`config.mk`:
```
export PLATFORM = sky130hd
export DESIGN_NAME = pmic_cmd_frontend
export DESIGN_NICKNAME = d
export VERILOG_FILES = /design/src/rtl/pmic_cmd_pkg.sv /design/src/rtl/pmic_addr_decode.sv /design/src/rtl/pmic_cmd_ctrl.sv /design/src/rtl/pmic_slave_bank.sv /design/src/rtl/pmic_cmd_frontend.sv
export SDC_FILE = /design/constraint.sdc
export NUM_CORES = 2
export LEC_CHECK = 0
export BUFFER_PORTS_ARGS = -buffer_cell sky130_fd_sc_hd__buf_2
export CORE_MARGIN = 2
export CORE_UTILIZATION = 28
export DETAILED_ROUTE_END_ITERATION = 10
export HOLD_SLACK_MARGIN = 0.1
export PLACE_DENSITY = 0.47
export SYNTH_ARGS = -nofsm -noshare
export SYNTH_HDL_FRONTEND = slang
export SYNTH_SLANG_ARGS = --single-unit
export TNS_END_PERCENT = 50
```
`constraint.sdc`:
```
create_clock -name pclk -period 5.66 [get_ports pclk]
set_input_delay 1.132 -clock pclk [delete_from_list [all_inputs] [get_ports pclk]]
set_output_delay 1.132 -clock pclk [all_outputs]
set_load 0.1 [all_outputs]
```
`src/rtl/pmic_cmd_pkg.sv`:
```
package pmic_cmd_pkg;
    localparam int CHAN_STRIDE = 'h300;
    localparam int WIN_SPAN    = 'h400;
    localparam int OFF_CMD     = 'h100;
    localparam int OFF_WD0     = 'h104;
    localparam int OFF_STAT    = 'h200;
    localparam int SLV_SHIFT   = 5;       // 0x20 bytes per target bank

    localparam int CMD_GO_BIT  = 31;
    localparam int CMD_OP_LSB  = 24;
    localparam int CMD_CNT_LSB = 20;
    localparam int CMD_SID_LSB = 16;
    localparam int FIELD_W     = 4;
    localparam int TADDR_W     = 16;

    localparam int STAT_DONE_BIT = 0;
    localparam int STAT_FAIL_BIT = 2;

    typedef enum logic [2:0] {
        RK_NONE,
        RK_CMD,
        RK_WDATA,
        RK_STAT,
        RK_RDATA
    } reg_kind_e;

    function automatic logic op_is_read(input logic [FIELD_W-1:0] op);
        return (op == 4'd2) || (op == 4'd4) || (op == 4'd6);
    endfunction
endpackage

```
`src/rtl/pmic_addr_decode.sv`:
```
module pmic_addr_decode
    import pmic_cmd_pkg::*;
#(
    parameter int ADDR_W   = 16,
    parameter int CHAN_IDX = 1,
    parameter int NUM_SLV  = 16,
    localparam int SID_W   = $clog2(NUM_SLV)
) (
    input  logic [ADDR_W-1:0] paddr,
    output reg_kind_e         kind,
    output logic [1:0]        widx,
    output logic [SID_W-1:0]  sid
);
    localparam logic [ADDR_W-1:0] BASE_A = ADDR_W'(CHAN_IDX * CHAN_STRIDE);
    localparam logic [ADDR_W-1:0] SPAN_A = ADDR_W'(WIN_SPAN);
    localparam logic [ADDR_W-1:0] CMD_A  = ADDR_W'(OFF_CMD);
    localparam logic [ADDR_W-1:0] WD0_A  = ADDR_W'(OFF_WD0);
    localparam logic [ADDR_W-1:0] WDL_A  = ADDR_W'(OFF_WD0 + 12);
    localparam logic [ADDR_W-1:0] STAT_A = ADDR_W'(OFF_STAT);

    logic [ADDR_W-1:0] off;
    logic [ADDR_W-1:0] wrel;
    logic [ADDR_W-1:0] srel;
    logic [4:0]        sub;
    logic [4:0]        sub_m4;
    logic              in_win;

    always_comb begin
        off    = paddr - BASE_A;
        in_win = (paddr >= BASE_A) && (off < SPAN_A);
        wrel   = off - WD0_A;
        srel   = off - STAT_A;
        sub    = srel[4:0];
        sub_m4 = sub - 5'd4;
        kind   = RK_NONE;
        widx   = '0;
        sid    = srel[SLV_SHIFT +: SID_W];
        if (in_win && off[1:0] == 2'b00) begin
            if (off == CMD_A) begin
                kind = RK_CMD;
            end else if (off >= WD0_A && off <= WDL_A) begin
                kind = RK_WDATA;
                widx = wrel[3:2];
            end else if (off >= STAT_A) begin
                if (sub == 5'd0) begin
                    kind = RK_STAT;
                end else if (sub <= 5'd16) begin
                    kind = RK_RDATA;
                    widx = sub_m4[3:2];
                end
            end
        end
    end
endmodule

```
`src/rtl/pmic_cmd_ctrl.sv`:
```
module pmic_cmd_ctrl
    import pmic_cmd_pkg::*;
#(
    parameter int NUM_WORDS = 4,
    localparam int WIDX_W   = $clog2(NUM_WORDS),
    localparam int PAY_W    = NUM_WORDS * 32
) (
    input  logic              clk,
    input  logic              rst_n,
    input  logic              wr_acc,
    input  reg_kind_e         kind,
    input  logic [WIDX_W-1:0] widx,
    input  logic [31:0]       wdata_in,
    input  logic              rsp_ack,
    output logic              busy,
    output logic              start,
    output logic              fin,
    output logic [31:0]       cmd_word,
    output logic [31:0]       wdata_rd,
    output logic [PAY_W-1:0]  req_wbytes
);
    typedef struct packed {
        logic                       busy;
        logic [31:0]                cmd;
        logic [NUM_WORDS-1:0][31:0] wd;
    } ctrl_t;

    ctrl_t st_d, st_q;

    always_comb begin
        st_d  = st_q;
        start = wr_acc && (kind == RK_CMD) && wdata_in[CMD_GO_BIT] && !st_q.busy;
        fin   = st_q.busy && rsp_ack;
        if (start) begin
            st_d.busy = 1'b1;
            st_d.cmd  = wdata_in;
        end
        if (fin) begin
            st_d.busy = 1'b0;
        end
        if (wr_acc && (kind == RK_WDATA) && !st_q.busy) begin
            st_d.wd[widx] = wdata_in;
        end
    end

    always_ff @(posedge clk or negedge rst_n) begin
        if (!rst_n) st_q <= '0;
        else        st_q <= st_d;
    end

    assign busy     = st_q.busy;
    assign cmd_word = st_q.cmd;
    assign wdata_rd = st_q.wd[widx];

    for (genvar g = 0; g < NUM_WORDS; g++) begin : g_pay
        assign req_wbytes[PAY_W-1-32*g -: 32] = st_q.wd[g];
    end
endmodule

```
`src/rtl/pmic_slave_bank.sv`:
```
module pmic_slave_bank
    import pmic_cmd_pkg::*;
#(
    parameter int NUM_SLV   = 16,
    parameter int NUM_WORDS = 4,
    localparam int SID_W    = $clog2(NUM_SLV),
    localparam int WIDX_W   = $clog2(NUM_WORDS),
    localparam int PAY_W    = NUM_WORDS * 32
) (
    input  logic              clk,
    input  logic              rst_n,
    input  logic              start,
    input  logic [SID_W-1:0]  start_sid,
    input  logic              fin,
    input  logic [SID_W-1:0]  fin_sid,
    input  logic              fin_fail,
    input  logic              fin_is_read,
    input  logic [PAY_W-1:0]  fin_rbytes,
    input  logic [SID_W-1:0]  rd_sid,
    input  logic [WIDX_W-1:0] rd_widx,
    output logic [31:0]       rd_stat,
    output logic [31:0]       rd_word
);
    typedef struct packed {
        logic                       done;
        logic                       fail;
        logic [NUM_WORDS-1:0][31:0] rd;
    } slot_t;

    logic [NUM_SLV-1:0][31:0]                stat_flat;
    logic [NUM_SLV-1:0][NUM_WORDS-1:0][31:0] rd_flat;

    for (genvar g = 0; g < NUM_SLV; g++) begin : g_slot
        slot_t s_d, s_q;

        always_comb begin
            s_d = s_q;
            if (start && start_sid == SID_W'(g)) begin
                s_d.done = 1'b0;
                s_d.fail = 1'b0;
            end
            if (fin && fin_sid == SID_W'(g)) begin
                s_d.done = 1'b1;
                s_d.fail = fin_fail;
                if (fin_is_read) begin
                    for (int w = 0; w < NUM_WORDS; w++) begin
                        s_d.rd[w] = fin_rbytes[PAY_W-1-32*w -: 32];
                    end
                end
            end
        end

        always_ff @(posedge clk or negedge rst_n) begin
            if (!rst_n) s_q <= '0;
            else        s_q <= s_d;
        end

        always_comb begin
            stat_flat[g] = '0;
            stat_flat[g][STAT_DONE_BIT] = s_q.done;
            stat_flat[g][STAT_FAIL_BIT] = s_q.fail;
        end
        assign rd_flat[g] = s_q.rd;
    end

    assign rd_stat = stat_flat[rd_sid];
    assign rd_word = rd_flat[rd_sid][rd_widx];
endmodule

```
`src/rtl/pmic_cmd_frontend.sv`:
```
module pmic_cmd_frontend
    import pmic_cmd_pkg::*;
#(
    parameter int ADDR_W    = 16,
    parameter int CHAN_IDX  = 1,
    parameter int NUM_SLV   = 16,
    parameter int NUM_WORDS = 4,
    localparam int SID_W    = $clog2(NUM_SLV),
    localparam int WIDX_W   = $clog2(NUM_WORDS),
    localparam int PAY_W    = NUM_WORDS * 32
) (
    input  logic              pclk,
    input  logic              presetn,
    input  logic              psel,
    input  logic              penable,
    input  logic              pwrite,
    input  logic [ADDR_W-1:0] paddr,
    input  logic [31:0]       pwdata,
    output logic [31:0]       prdata,
    output logic              pready,
    output logic              req_valid,
    output logic [3:0]        req_opcode,
    output logic [3:0]        req_count_m1,
    output logic [3:0]        req_sid,
    output logic [15:0]       req_addr,
    output logic [PAY_W-1:0]  req_wbytes,
    input  logic              rsp_ack,
    input  logic              rsp_fail,
    input  logic [PAY_W-1:0]  rsp_rbytes
);
    reg_kind_e         kind;
    logic [1:0]        dec_widx;
    logic [SID_W-1:0]  dec_sid;
    logic              wr_acc;
    logic              busy;
    logic              start;
    logic              fin;
    logic [31:0]       cmd_word;
    logic [31:0]       wdata_rd;
    logic [31:0]       stat_rd;
    logic [31:0]       word_rd;

    assign wr_acc = psel && penable && pwrite;
    assign pready = 1'b1;

    pmic_addr_decode #(
        .ADDR_W  (ADDR_W),
        .CHAN_IDX(CHAN_IDX),
        .NUM_SLV (NUM_SLV)
    ) i_dec (
        .paddr(paddr),
        .kind (kind),
        .widx (dec_widx),
        .sid  (dec_sid)
    );

    pmic_cmd_ctrl #(
        .NUM_WORDS(NUM_WORDS)
    ) i_ctrl (
        .clk       (pclk),
        .rst_n     (presetn),
        .wr_acc    (wr_acc),
        .kind      (kind),
        .widx      (dec_widx[WIDX_W-1:0]),
        .wdata_in  (pwdata),
        .rsp_ack   (rsp_ack),
        .busy      (busy),
        .start     (start),
        .fin       (fin),
        .cmd_word  (cmd_word),
        .wdata_rd  (wdata_rd),
        .req_wbytes(req_wbytes)
    );

    assign req_valid    = busy;
    assign req_opcode   = cmd_word[CMD_OP_LSB  +: FIELD_W];
    assign req_count_m1 = cmd_word[CMD_CNT_LSB +: FIELD_W];
    assign req_sid      = cmd_word[CMD_SID_LSB +: FIELD_W];
    assign req_addr     = cmd_word[0 +: TADDR_W];

    pmic_slave_bank #(
        .NUM_SLV  (NUM_SLV),
        .NUM_WORDS(NUM_WORDS)
    ) i_bank (
        .clk        (pclk),
        .rst_n      (presetn),
        .start      (start),
        .start_sid  (pwdata[CMD_SID_LSB +: SID_W]),
        .fin        (fin),
        .fin_sid    (req_sid[SID_W-1:0]),
        .fin_fail   (rsp_fail),
        .fin_is_read(op_is_read(req_opcode)),
        .fin_rbytes (rsp_rbytes),
        .rd_sid     (dec_sid),
        .rd_widx    (dec_widx[WIDX_W-1:0]),
        .rd_stat    (stat_rd),
        .rd_word    (word_rd)
    );

    always_comb begin
        prdata = '0;
        if (psel) begin
            unique case (kind)
                RK_CMD:   prdata = cmd_word;
                RK_WDATA: prdata = wdata_rd;
                RK_STAT:  prdata = stat_rd;
                RK_RDATA: prdata = word_rd;
                default:  prdata = '0;
            endcase
        end
    end
endmodule

```
# After elaboration in Yosys (flattened, before gate mapping)
# Cells that the tools add are included.
# totals
romBits	0
latchBits	0
memories	0
ram_bits	0
wordCells	312
regBits	2241
output_inout_bits	190
# op_classes
n_eq_ne	38
n_bitwise	0
magnitude_cmp	9
n_mul	0
n_div	0
add_sub_neg	4
shift	0
reduce_logical	84
muxes	75
# ops
op	n
$mux 128	17
$mux 130	16
$bmux 128 s4	1
$mux 32	5
$bmux 32 s2	2
$bmux 32 s4	1
$bwmux 128	1
$pmux 32 s4	1
$demux 32 s2	1
$eq 4x4->1 const B	16
$logic_and 1x1->1	44
$mux 2	22
$eq 4x3->1 const B	10
$reduce_bool 2->1	17
$mux 33	1
$ge 16x10->1 const B	2
$reduce_and 2->1	16
$eq 4x2->1 const B	5
$mux 3	6
$eq 16x9->1 const B	1
$ge 16x9->1 const B	1
$le 16x9->1 const B	1
$lt 16x11->1 const B	1
$sub 16x10->16 const B	1
other kinds (16)	21

# Depth between registers and ports, before layout
# logic_depth
word_depth	16
mapped_depth	13
depth_no_buf	10

# By module
# From an unflattened synthesis, not the netlist that was laid out.
# hier_totals
cells_unflattened	6517
area_unflattened_um2	102151.7
# by_module_without_submodules
module	area_per_inst_um2	instances	cells_each
pmic_slave_bank	94184.1	1	5959
pmic_cmd_ctrl	6810.3	1	389
pmic_cmd_frontend	807.0	1	123
pmic_addr_decode	350.3	1	46

# Worst setup path before layout
# OpenSTA, ideal clock, no wires.
# synth_timing
kind	input to output
start	in paddr[2]
end	out prdata[10]
arrival_ns	4.847
path_slack_ns	-0.319
n_path_buf	3
path_stages	11
t_required_ns	4.528
path_cell_list	clkinv_1 clkbuf_1 ha_1 nor4b_1 a31o_2 o2bb2ai_1 and4_1 clkbuf_1 clkbuf_1 o22ai_1 o221ai_1
# synth_between
elab_chain_cells	13
# synth_rtl
item	line_no	text
start, declared	pmic_cmd_frontend.sv:17	input logic [ADDR_W-1:0] paddr,
$sub 16x10->16	pmic_addr_decode.sv:29	off = paddr - BASE_A;
$sub 9x1->9	pmic_addr_decode.sv:32	srel = off - STAT_A;
$sub 4x3->4 or $le 5x5->1 (tied branches)	pmic_addr_decode.sv:34, pmic_addr_decode.sv:47	
$mux 2	pmic_addr_decode.sv:47	end else if (sub <= 5'd16) begin
$mux 2	pmic_addr_decode.sv:45	if (sub == 5'd0) begin
$mux 2	pmic_addr_decode.sv:44	end else if (off >= STAT_A) begin
$mux 2	pmic_addr_decode.sv:41	end else if (off >= WD0_A && off <= WDL_A) begin
$mux 2	pmic_addr_decode.sv:39	if (off == CMD_A) begin
$mux 2	pmic_addr_decode.sv:38	if (in_win && off[1:0] == 2'b00) begin
$bmux 32 s2, on equally long branches	pmic_slave_bank.sv:67, pmic_cmd_ctrl.sv:53	
$mux 32, on equally long branches	pmic_slave_bank.sv:67, pmic_cmd_ctrl.sv:53	
$pmux 32 s4 (*)	pmic_cmd_frontend.sv:103	unique case (kind)
$mux 32 (*)	pmic_cmd_frontend.sv:102	if (psel) begin
end, declared	pmic_cmd_frontend.sv:19	output logic [31:0] prdata,
# Mark *: on every way between the ends. The rest lies on a longest branch, timed or not. The select of a mux whose other input is x is not followed.

# Worst setup path after layout
# layout_timing
start	in paddr[2]
end	out prdata[14]
# The elaborated chain is that of the path after synthesis.

==> flow_metrics.py <==
metrics = {
    "drt": {
        "wl_per_cell_um": 28.6,
        "vias": 59200,
        "via_per_inst": 5.09,
        "drt_iter0_markers": 3817,
        "drt_pass1_iterations": 5,
        "ant_nets": 0,
        "wirelength_mm": 333,
        "drc": 0,
    },
    "global_route": {
        "grt_usage_pct": 18.1,
        "grt_max_degree": 173,
        "grt-ovfl-total": 0,
        "grt_pass1_vias": 63600,
        "antenna_found_initial": 99,
        "grt_pass1_wl_mm": 483,
    },
    "pwr": {
        "power_density_nw_per_um2": 291,
        "ir_worst_vdd_mv": 0.201,
        "p_leak_nw": 56.9,
        "total_power_mw": 34.6,
    },
    "floorplan": {
        "num_io_pins": 373,
        "die_h_um": 604,
        "core_area_um2": 359000,
        "die_x_um": 604,
        "rows": 220,
        "initial_core_util_pct": 28.1,
        "dieArea_um2": 364000,
    },
    "clock_tree": {
        "cts_tree": "built",
        "path_clk_slew_ps": 50,
        "cts.path.max_buffers": 4,
        "cts_setup_buffers": 0,
        "cts_root_buf": "clkbuf_16",
        "h-tree-depth": 5,
        "cts_buffers": 265,
        "clk_latency_ps": 880,
        "clkSinkCount": 2241,
    },
    "worst_setup_path": {
        "crit_chain": "buf_2 -> clkinv_1 -> ha_4 -> nor2b_1 -> nand2b_2 -> buf_12 -> o22ai_1 -> nor4_2 -> buf_4 -> o22ai_1 -> o221ai_2 -> buf_12",
        "required_ps": 4530,
        "worst-setup-path-type": "in -> out",
        "crit_path_end_kind": "primary output",
        "r2r_slack_ps": 1860,
        "crit_slowest_cell": "nor4_2",
        "critPathMaxFanout": 10,
        "start_kind": "input port",
        "max_stage_delay_ps": 830,
        "crit_arrival_ps": 4560,
    },
    "synth": {
        "synth-seq-area-share_pct": 55.7,
        "synth_top_area_cell": "dfrtp_1",
        "async_flop_share_pct": 100,
        "yosys-top-cells-area": "dfrtp_1, mux2_2, mux4_2, clkbuf_1, o22ai_1",
        "yosysMostFrequentCell": "dfrtp_1",
        "ys_seq_elements": 2241,
        "ys_top_cells_by_count": "dfrtp_1, mux2_2, mux4_2",
        "syn_area_um2": 101000,
        "synth_ff_type": "dfrtp_1",
        "synth_top_area_share_pct": 55.7,
        "syn_inst": 6321,
        "yosys_warnings": 0,
        "syn_nets": 6512,
        "synthDistinctLibCells": 64,
        "synth-edff-count": 0,
        "avgSynthCellArea_um2": 15.9,
    },
    "timing": {
        "rsz0062_at_grt": "false",
        "tightest_slew_ps": 1360,
        "slew_headroom_pct": 9.11,
        "skew_ps": 38.3,
        "timing.final.crit_share_pct": 101,
        "setup_tns_ps": -34.8,
        "hold_viol_final": 0,
        "finalSetupViolations": 1,
        "fmax_mhz": 176,
        "finalMaxSlewViolations": 0,
        "min_period_ps": 5690,
        "setup_ws_ps": -34.8,
    },
    "place": {
        "place_congestion": 0.816,
        "dp_slack_ps": -313,
        "placed_cell_area_um2": 110000,
        "hpwl_mm": 207,
        "dp_cells": 11200,
        "portBuffers": 371,
    },
    "finish": {
        "fin_area_um2": 119000,
        "area_delta_synth_final_pct": 18.2,
        "stdcell_count": 11600,
        "nNetsFinal": 6839,
        "drive_gt1_share_pct": 56.2,
    },
    "min_path": {
        "hold_path.class": "in -> async",
    },
    "outcome": {
        "violations": "setup timing",
        "status": "finished, violations left",
    },
    "job": {
        "max_cap_viol_count": 0,
    },
}
[what timing repair did]
item / 4_1_cts / 5_1_grt
setup endpoints to repair: 3 / 11
endpoints found under the hold margin: 0 / 0
hold buffers: 0 / 0
resized for setup: 3 / 10
[metal layers]
layer / GRT usage (%) / vias to the layer above / wire length, um
met5: 0 / - / 236
met4: 5.68 / 32 / 11200
met3: 2.62 / 572 / 13900
met2: 29.9 / 1218 / 160000
met1: 24.6 / 32900 / 148000
li1: - / 24500 / -
[critical path, delay by kind of cell]
family	cells	cell delay, ps
and+or+nand+nor	3	1190
buffers and inverters	5	940
AOI/OAI and AO/OA	3	840
adders and majority gates	1	410
[area by class of cell]
type                    instances  area (um^2)
clock buffers                 390         7830
repair buffers                658         5790
clock inverters                58          683
fillers                     34500       240000
flip-flops and latches       2241        56100
well taps                    4773         5970
multi-input cells            3472        42600
inverters                      10         37.5
diodes                         22         55.1
[logic make-up after synthesis]
group	Yosys count	share of synthesized area (%)
AOI/OAI and AO/OA	335	2.25
xor gates and xnor gates	2	0.0174
adders and majority gates	8	0.0994
buffers and inverters	608	2.49
DFF	2241	55.7
muxes	2836	38.1
other	1	0.00372
and+or+nand+nor	290	1.40
[final timing paths]
check                                    startpoint                   endpoint  cells past startpoint
worst min-delay path                        presetn   i_bank.g_slot[5].s_q[71]                      1
min in group pclk               i_ctrl.cmd_word[31]        i_ctrl.cmd_word[31]                      1
max in group asynchronous                   presetn  i_bank.g_slot[1].s_q[112]                      3
worst max-delay path                       paddr[2]                 prdata[14]                     12
worst max register to register          i_ctrl.busy   i_bank.g_slot[6].s_q[89]                      6
worst min register to register  i_ctrl.cmd_word[31]        i_ctrl.cmd_word[31]                      1
[flip-flops by register name, indices dropped and copies added, names as in the netlist]
register,cells
i_bank.g_slot.s_q,2080
i_ctrl.busy,1
i_ctrl.cmd_word,32
i_ctrl.req_wbytes,128
[cell usage in the layout (no fill, tap or decap), types with 11 or more instances in the layout]
master     synthesis  layout
nor4_2             0      12
nor2_1            59      45
mux4_2           573     573
buf_2             76     338
diode_2            0      22
nand3_1           16      12
nand4_1           11      11
buf_4             35     182
clkinv_2           0      27
clkbuf_1         427      61
buf_12             0     133
mux2i_1           54      54
dfrtp_1         2241    2241
o221ai_1          62      45
nor2_4             0      13
nor4_1            27      14
o22ai_1          140     133
o21ai_0           69      68
nand2_1          109     103
nor3_1            12      11
mux2_2          2141    2141
clkbuf_8           0      57
mux2_1            68      68
o211ai_1          20      20
clkbuf_16          0     273
o221ai_2           0      17
[report_power, final]
group | leakage, nW | total, mW | internal, mW | switching (mW)
sequential | 31.3 | 16.0 | 16.0 | 0.000668
clock | 4.19 | 17.0 | 10.0 | 6.93
combinational | 21.4 | 1.61 | 0.453 | 1.15
total | 56.9 | 34.6 | 26.5 | 8.08
[stage by stage]
step / util, % / hold slack, ps
floorplan: - / 439
global placement: 30.8 / 453
detailed placement: 30.8 / 456
CTS: 33.2 / 216
global route: 33.2 / 233
finish: 33.2 / 230
(Power assumes the default switching activity.)
